### src/rtl/dac_cmd_pkg.sv
package dac_cmd_pkg;

    localparam int CMD_W = 4;

    typedef enum logic [CMD_W-1:0] {
        CMD_NOP       = 4'b0000,
        CMD_LOAD_STG  = 4'b0001,
        CMD_LOAD_BOTH = 4'b0010,
        CMD_COPY      = 4'b0100,
        CMD_PWR_DOWN  = 4'b0110,
        CMD_PWR_UP    = 4'b1000
    } cmd_e;

    typedef enum logic [1:0] {
        ST_IDLE,
        ST_SHIFT,
        ST_SPOILED
    } frame_state_e;

    // pin vector positions inside the synchronizer bank
    localparam int PIN_CS   = 0;
    localparam int PIN_SCLK = 1;
    localparam int PIN_DIN  = 2;
    localparam int PIN_LDAC = 3;
    localparam int PIN_CLR  = 4;
    localparam int PIN_N    = 5;

endpackage

### src/rtl/dac_cmd_sync.sv
module dac_cmd_sync #(
    parameter int         N       = 5,
    parameter int         STAGES  = 2,
    parameter logic [N-1:0] IDLE_V = '0
) (
    input  logic         clk,
    input  logic         rst_n,
    input  logic [N-1:0] pin_i,
    output logic [N-1:0] lvl_o,
    output logic [N-1:0] prev_o
);

    genvar b;
    generate
        for (b = 0; b < N; b++) begin : g_bit
            logic [STAGES-1:0] chain_q;
            logic              prev_q;

            always_ff @(posedge clk or negedge rst_n) begin
                if (!rst_n) begin
                    chain_q <= {STAGES{IDLE_V[b]}};
                    prev_q  <= IDLE_V[b];
                end else begin
                    chain_q <= {chain_q[STAGES-2:0], pin_i[b]};
                    prev_q  <= chain_q[STAGES-1];
                end
            end

            assign lvl_o[b]  = chain_q[STAGES-1];
            assign prev_o[b] = prev_q;
        end
    endgenerate

endmodule

### src/rtl/dac_cmd_frame.sv
module dac_cmd_frame
    import dac_cmd_pkg::*;
#(
    parameter int FRAME_W = 16
) (
    input  logic               clk,
    input  logic               rst_n,
    input  logic               cs_lvl,
    input  logic               cs_prev,
    input  logic               sclk_lvl,
    input  logic               sclk_prev,
    input  logic               din_lvl,
    input  logic               ldac_lvl,
    input  logic               ldac_prev,
    input  logic               clr_lvl,
    output logic               commit_o,
    output logic               bad_o,
    output logic               ldac_o,
    output logic               clr_o,
    output logic [FRAME_W-1:0] word_o
);

    localparam int               CNT_W    = $clog2(FRAME_W + 2);
    localparam logic [CNT_W-1:0] CNT_FULL = CNT_W'(FRAME_W);
    localparam logic [CNT_W-1:0] CNT_OVER = CNT_W'(FRAME_W + 1);

    frame_state_e        state_q, state_d;
    logic [CNT_W-1:0]    cnt_q;
    logic [FRAME_W-1:0]  shreg_q;

    logic cs_fall, cs_rise, sclk_rise, ldac_fall, corrupt;

    assign cs_fall   =  cs_prev   & ~cs_lvl;
    assign cs_rise   = ~cs_prev   &  cs_lvl;
    assign sclk_rise = ~sclk_prev &  sclk_lvl;
    assign ldac_fall =  ldac_prev & ~ldac_lvl;
    assign corrupt   =  ldac_fall | ~clr_lvl;

    // state register
    always_ff @(posedge clk or negedge rst_n) begin
        if (!rst_n) state_q <= ST_IDLE;
        else        state_q <= state_d;
    end

    // transitions
    always_comb begin
        state_d = state_q;
        unique case (state_q)
            ST_IDLE: begin
                if (cs_fall) state_d = corrupt ? ST_SPOILED : ST_SHIFT;
            end
            ST_SHIFT: begin
                if (cs_rise)      state_d = ST_IDLE;
                else if (corrupt) state_d = ST_SPOILED;
            end
            ST_SPOILED: begin
                if (cs_rise) state_d = ST_IDLE;
            end
            default: state_d = ST_IDLE;
        endcase
    end

    // outputs and datapath
    always_ff @(posedge clk or negedge rst_n) begin
        if (!rst_n) begin
            cnt_q    <= '0;
            shreg_q  <= '0;
            word_o   <= '0;
            commit_o <= 1'b0;
            bad_o    <= 1'b0;
            ldac_o   <= 1'b0;
            clr_o    <= 1'b0;
        end else begin
            commit_o <= 1'b0;
            bad_o    <= 1'b0;
            ldac_o   <= ldac_fall;
            clr_o    <= ~clr_lvl;
            unique case (state_q)
                ST_IDLE: begin
                    if (cs_fall) begin
                        cnt_q   <= '0;
                        shreg_q <= '0;
                    end
                end
                ST_SHIFT: begin
                    if (cs_rise) begin
                        if (corrupt || (cnt_q != CNT_FULL)) begin
                            bad_o <= 1'b1;
                        end else begin
                            commit_o <= 1'b1;
                            word_o   <= shreg_q;
                        end
                    end else if (!corrupt && sclk_rise) begin
                        shreg_q <= {shreg_q[FRAME_W-2:0], din_lvl};
                        if (cnt_q != CNT_OVER) cnt_q <= cnt_q + 1'b1;
                    end
                end
                ST_SPOILED: begin
                    if (cs_rise) bad_o <= 1'b1;
                end
                default: ;
            endcase
        end
    end

endmodule

### src/rtl/dac_cmd_regs.sv
module dac_cmd_regs
    import dac_cmd_pkg::*;
#(
    parameter int DATA_W = 12
) (
    input  logic              clk,
    input  logic              rst_n,
    input  logic              commit_i,
    input  logic              bad_i,
    input  logic              ldac_i,
    input  logic              clr_i,
    input  logic [CMD_W-1:0]  cmd_i,
    input  logic [DATA_W-1:0] data_i,
    output logic [DATA_W-1:0] stage_o,
    output logic [DATA_W-1:0] dac_o,
    output logic              pd_o,
    output logic              err_o
);

    cmd_e cmd;
    assign cmd = cmd_e'(cmd_i);

    // code registers: clear wins, then a committed word, then the strobe
    always_ff @(posedge clk or negedge rst_n) begin
        if (!rst_n) begin
            stage_o <= '0;
            dac_o   <= '0;
        end else if (clr_i) begin
            stage_o <= '0;
            dac_o   <= '0;
        end else if (commit_i) begin
            unique case (cmd)
                CMD_LOAD_STG:  stage_o <= data_i;
                CMD_LOAD_BOTH: begin
                    stage_o <= data_i;
                    dac_o   <= data_i;
                end
                CMD_COPY:      dac_o <= stage_o;
                default: ;
            endcase
        end else if (ldac_i) begin
            dac_o <= stage_o;
        end
    end

    // power-down and error flags
    always_ff @(posedge clk or negedge rst_n) begin
        if (!rst_n) begin
            pd_o  <= 1'b0;
            err_o <= 1'b0;
        end else begin
            if (bad_i)         err_o <= 1'b1;
            else if (commit_i) err_o <= 1'b0;
            if (commit_i) begin
                unique case (cmd)
                    CMD_PWR_DOWN: pd_o <= 1'b1;
                    CMD_PWR_UP:   pd_o <= 1'b0;
                    default: ;
                endcase
            end
        end
    end

endmodule

### src/rtl/dac_cmd_front.sv
module dac_cmd_front
    import dac_cmd_pkg::*;
#(
    parameter int DATA_W      = 12,
    parameter int SYNC_STAGES = 2
) (
    input  logic              clk,
    input  logic              rst_n,
    input  logic              cs_n,
    input  logic              sclk,
    input  logic              din,
    input  logic              ldac_n,
    input  logic              clr_n,
    output logic [DATA_W-1:0] dac_code,
    output logic              shutdown,
    output logic              frame_err
);

    localparam int               FRAME_W = CMD_W + DATA_W;
    localparam logic [PIN_N-1:0] IDLE_V  = 5'b11001;

    logic [PIN_N-1:0]   pin_v, lvl_v, prev_v;
    logic               commit_s, bad_s, ldac_s, clr_s;
    logic [FRAME_W-1:0] word_s;
    logic [DATA_W-1:0]  stage_reg;
    logic               unused_prev;

    assign pin_v[PIN_CS]   = cs_n;
    assign pin_v[PIN_SCLK] = sclk;
    assign pin_v[PIN_DIN]  = din;
    assign pin_v[PIN_LDAC] = ldac_n;
    assign pin_v[PIN_CLR]  = clr_n;
    assign unused_prev     = prev_v[PIN_DIN] ^ prev_v[PIN_CLR];

    dac_cmd_sync #(
        .N      (PIN_N),
        .STAGES (SYNC_STAGES),
        .IDLE_V (IDLE_V)
    ) u_sync (
        .clk    (clk),
        .rst_n  (rst_n),
        .pin_i  (pin_v),
        .lvl_o  (lvl_v),
        .prev_o (prev_v)
    );

    dac_cmd_frame #(
        .FRAME_W (FRAME_W)
    ) u_frame (
        .clk       (clk),
        .rst_n     (rst_n),
        .cs_lvl    (lvl_v[PIN_CS]),
        .cs_prev   (prev_v[PIN_CS]),
        .sclk_lvl  (lvl_v[PIN_SCLK]),
        .sclk_prev (prev_v[PIN_SCLK]),
        .din_lvl   (lvl_v[PIN_DIN]),
        .ldac_lvl  (lvl_v[PIN_LDAC]),
        .ldac_prev (prev_v[PIN_LDAC]),
        .clr_lvl   (lvl_v[PIN_CLR]),
        .commit_o  (commit_s),
        .bad_o     (bad_s),
        .ldac_o    (ldac_s),
        .clr_o     (clr_s),
        .word_o    (word_s)
    );

    dac_cmd_regs #(
        .DATA_W (DATA_W)
    ) u_regs (
        .clk      (clk),
        .rst_n    (rst_n),
        .commit_i (commit_s),
        .bad_i    (bad_s),
        .ldac_i   (ldac_s),
        .clr_i    (clr_s),
        .cmd_i    (word_s[FRAME_W-1 -: CMD_W]),
        .data_i   (word_s[DATA_W-1:0]),
        .stage_o  (stage_reg),
        .dac_o    (dac_code),
        .pd_o     (shutdown),
        .err_o    (frame_err)
    );

endmodule

### config.mk
export PLATFORM = sky130hd
export DESIGN_NAME = dac_cmd_front
export DESIGN_NICKNAME = d
export VERILOG_FILES = /design/src/rtl/dac_cmd_pkg.sv /design/src/rtl/dac_cmd_sync.sv /design/src/rtl/dac_cmd_frame.sv /design/src/rtl/dac_cmd_regs.sv /design/src/rtl/dac_cmd_front.sv
export SDC_FILE = /design/constraint.sdc
export NUM_CORES = 1
export LEC_CHECK = 0
export BUFFER_PORTS_ARGS = -buffer_cell sky130_fd_sc_hd__buf_2
export CELL_PAD_IN_SITES_DETAIL_PLACEMENT = 1
export CELL_PAD_IN_SITES_GLOBAL_PLACEMENT = 1
export CORE_MARGIN = 2
export CORE_UTILIZATION = 25
export CTS_BUF_LIST = sky130_fd_sc_hd__clkbuf_2
export DETAILED_ROUTE_END_ITERATION = 7
export PLACE_DENSITY = 0.57
export SYNTH_ARGS = -nofsm -noshare
export SYNTH_HDL_FRONTEND = slang
export SYNTH_SLANG_ARGS = --single-unit
### constraint.sdc
create_clock -name clk -period 1.75 [get_ports clk]
set_input_delay 0.35 -clock clk [delete_from_list [all_inputs] [get_ports clk]]
set_output_delay 0.35 -clock clk [all_outputs]
set_load 0.01 [all_outputs]
==> results.md <==
* Status: complete, but fails checks
* Failing checks: negative setup slack
* Post-route ant nets at 0
* Final Setup Violations at 2
* Final hold violations at 0
* Via count at 2349
* Synth top area cells: dfrtp_1, mux2i_1, dfstp_2, mux2_1, nand2_1
* HP Class: primary input to asynchronous set/reset pin
* Num rows at 43
* CP Launch Type: register
* Pre-antenna DRT Iters at 4
* I/O pin total at 21
* RSZ-0062 raised after global routing: yes
* CTS sink cnt at 82
* Peak supply drop at 0.300 mV
* Slew Limit Fails at 0
* Post-synth EDFFs at 0
* Layout Skew at 0.0392 ns
* # placed instances at 512
* Clk Latency, worst-skew pair at 0.59 ns
* Kind of critical path: register to register
* Reg power frac at 49.8%
* Fillers at 1578
* Worst EP required at 2.26 ns
* Highest Clock Rate at 0.570 GHz
* Total CTS buffers at 9
* Initial antenna violation count at 1
* GRT Util Overall at 10.2%
* DRC at 0
* Gr ovfl total at 0
* Htree depth at 3
* Flops & latches, synth at 82
* Initial DRC count at 77
* Clock power frac at 24.4%
* Crit. Startpoint: u_frame.cnt_q[1]
* WL final at 7550 um
* Count of different cell masters after synthesis at 41
* Crit. End Element: register
* Pwr Density at 965 nW/um^2
* Post-route cell area at 4400 um^2
* Data arrival, critical path at 2.26 ns
* Fin nets at 369
* Post-Syn Area at 3620 um^2
* CTS clk-pin slew, worst paths at 0.25 ns
* CP Max Fanout at 4
* Fin cells at 542
* Proportion of layout cells with a drive suffix above 1 at 26.9%
* Core ar. at 14000 um^2
* Drt via density at 4.33
* Post-synth top area share at 51.2%
* Slew margin rel. at 68.8%
* Period utilisation layout at 100%
* Die span in x at 124 um
* Fin Hold WS at 0.216 ns
* Instance area at placement at 4070 um^2
* Drt wl/cell at 13.9 um
* Sw frac at 32.5%
* Synth Instances at 306
* Starting Density at 25.9%
* Place WS at 0.0343 ns
* Combinational Power Share at 25.8%
* CTS max path bufs at 2
* R2R Path Start: u_frame.cnt_q[1]
* Period minus WS final at 1.76 ns
* CTS tree: done
* Pin slew with the least headroom to its limit at 0.467 ns
* Leakage at 1.99 nW
* Power Internal at 2.86 mW
* Top post-synthesis cells by count: dfrtp_1, nand2_1, mux2i_1, inv_1
* Pin count of the biggest net entering global routing at 34
* MaxCap Viol Count at 0
* Switching power at 1.38 mW
* Post-synthesis async set-or-reset flop share at 100%
* Synth area leader: dfrtp_1
* DIE AREA at 15500 um^2
* Sequential share of the synthesized area at 57.0%
* Global placer's final weighted congestion at 0.725
* Multi-input logic area at 1450 um^2
* Synthesized area per cell at 11.8 um^2
* IO Port Bufs at 20
* Register area at 2060 um^2
* Total number of yosys warnings at 0
* Syn_nets at 319
* Die height at 124 um
* First-pass GRT wire length at 12600 um
* DP HPWL at 5040 um
* Vias in the first global route at 2479
* Layout area overhead at 21.5%
* CTS root buf: clkbuf_2
* Final worst slack at -0.00558 ns
* Primary FF master, synth: dfrtp_1
* Most common cell in the netlist: dfrtp_1
==> per-stage QoR <==
step	utilization, %	total power [mW]	TNS (ns)
floorplan	-	2.73	0
global placement	29.1	3.05	0
detailed placement	29.1	3.08	0
CTS	30.4	4.16	0
global route	31.4	4.52	-0.819
finish	31.4	4.24	-0.0107
==> what timing repair did <==
item                                    CTS  global route
hold buffers                              6             0
resized for setup                         0            14
endpoints found under the setup margin    0            26
endpoints found under the hold margin    56             0
buffers inserted                          0             5
==> worst max-delay path, cell delays in order, from the launching register on <==
cell	delay [ns]
dfrtp_1	0.43
inv_2	0.06
ha_2	0.16
and4bb_1	0.22
o41ai_4	0.39
buf_4	0.21
nand3_1	0.09
o2bb2ai_1	0.13
==> registers in the layout (all words and copies together), names as in the netlist <==
| name | cells |
|---|---|
| u_frame.bad_o | 1 |
| u_frame.clr_o | 1 |
| u_frame.cnt_q | 5 |
| u_frame.commit_o | 1 |
| u_frame.ldac_o | 1 |
| u_frame.shreg_q | 16 |
| u_frame.state_q | 2 |
| u_frame.word_o | 16 |
| u_regs.dac_o | 12 |
| u_regs.err_o | 1 |
| u_regs.pd_o | 1 |
| u_regs.stage_o | 12 |
| u_sync.g_bit.chain_q | 10 |
| u_sync.g_bit.prev_q | 3 |
==> placed cells by master, fill, tap and decap left out, drive strengths merged, types with 2 or more instances in the layout <==
cell type | netlist | final
clkinvlp | 0 | 2
nor2b | 2 | 2
xor2 | 2 | 2
o21ai | 15 | 15
clkinv | 0 | 4
nand2b | 18 | 18
dfstp | 8 | 8
ha | 6 | 6
nand2 | 35 | 35
dlygate4sd3 | 0 | 6
nand3 | 4 | 4
a21oi | 4 | 4
nand4 | 3 | 3
o41ai | 2 | 2
a31oi | 2 | 2
a211oi | 13 | 13
nor3b | 2 | 2
nor2 | 19 | 19
a31o | 2 | 2
dfrtp | 74 | 74
buf | 7 | 44
mux2 | 15 | 15
mux2i | 30 | 30
inv | 24 | 24
clkbuf | 6 | 11
==> final cells by class <==
| cell class | instances | area share, % |
|---|---|---|
| inverters | 24 | 2.05 |
| well taps | 180 | 5.12 |
| repair buffers | 52 | 10.4 |
| flip-flops and latches | 82 | 46.9 |
| multi-input cells | 187 | 32.9 |
| diodes | 1 | 0.0569 |
| clock inverters | 7 | 1.59 |
| clock buffers | 9 | 1.02 |
==> cells by family (layout without fill, tap and decap cells) <==
group           count (synthesis)  count (layout)  synth area share, %
fa+ha+maj                       6               6                 2.07
flops                          82              82                 57.0
simple gates                   89              89                 12.1
mux                            45              45                 13.0
buf+inv                        37              92                 4.67
compound gates                 45              45                 10.8
other cells                     0               1                    0
xor+xnor                        2               2                0.484
==> power groups by stage <==
| stage | clock network (mW) | registers (mW) | logic (mW) |
|---|---|---|---|
| 3_5_place_dp | 0 | 2.15 | 0.934 |
| 3_3_place_gp | 0 | 2.14 | 0.909 |
| 2_1_floorplan | 0 | 2.14 | 0.592 |
| 6_report | 1.04 | 2.11 | 1.09 |
| 4_1_cts | 1.09 | 2.11 | 0.952 |
| 5_1_grt | 1.17 | 2.14 | 1.21 |
==> worst paths after layout <==
path	end	slack, ns	cells past startpoint
min	u_frame.shreg_q[10]	0.22	2
max reg2reg	u_frame.cnt_q[2]	-0.006	7
min in group clk	u_sync.g_bit[4].chain_q[0]	0.38	2
min reg2reg	u_sync.g_bit[0].chain_q[1]	0.38	0
max	u_frame.cnt_q[2]	-0.006	7
max in group asynchronous	u_sync.g_bit[0].prev_q	0.89	3
==> per-layer routing <==
metal  vias up  wire length (um)  GRT usage (%)
met5         -                 0              0
li1       1140                 -              -
met3        13               273           3.87
met4         0               159           4.36
met2        32              3430           15.0
met1      1164              3690           13.5
Note: power is estimated with default switching activity, not from simulation.
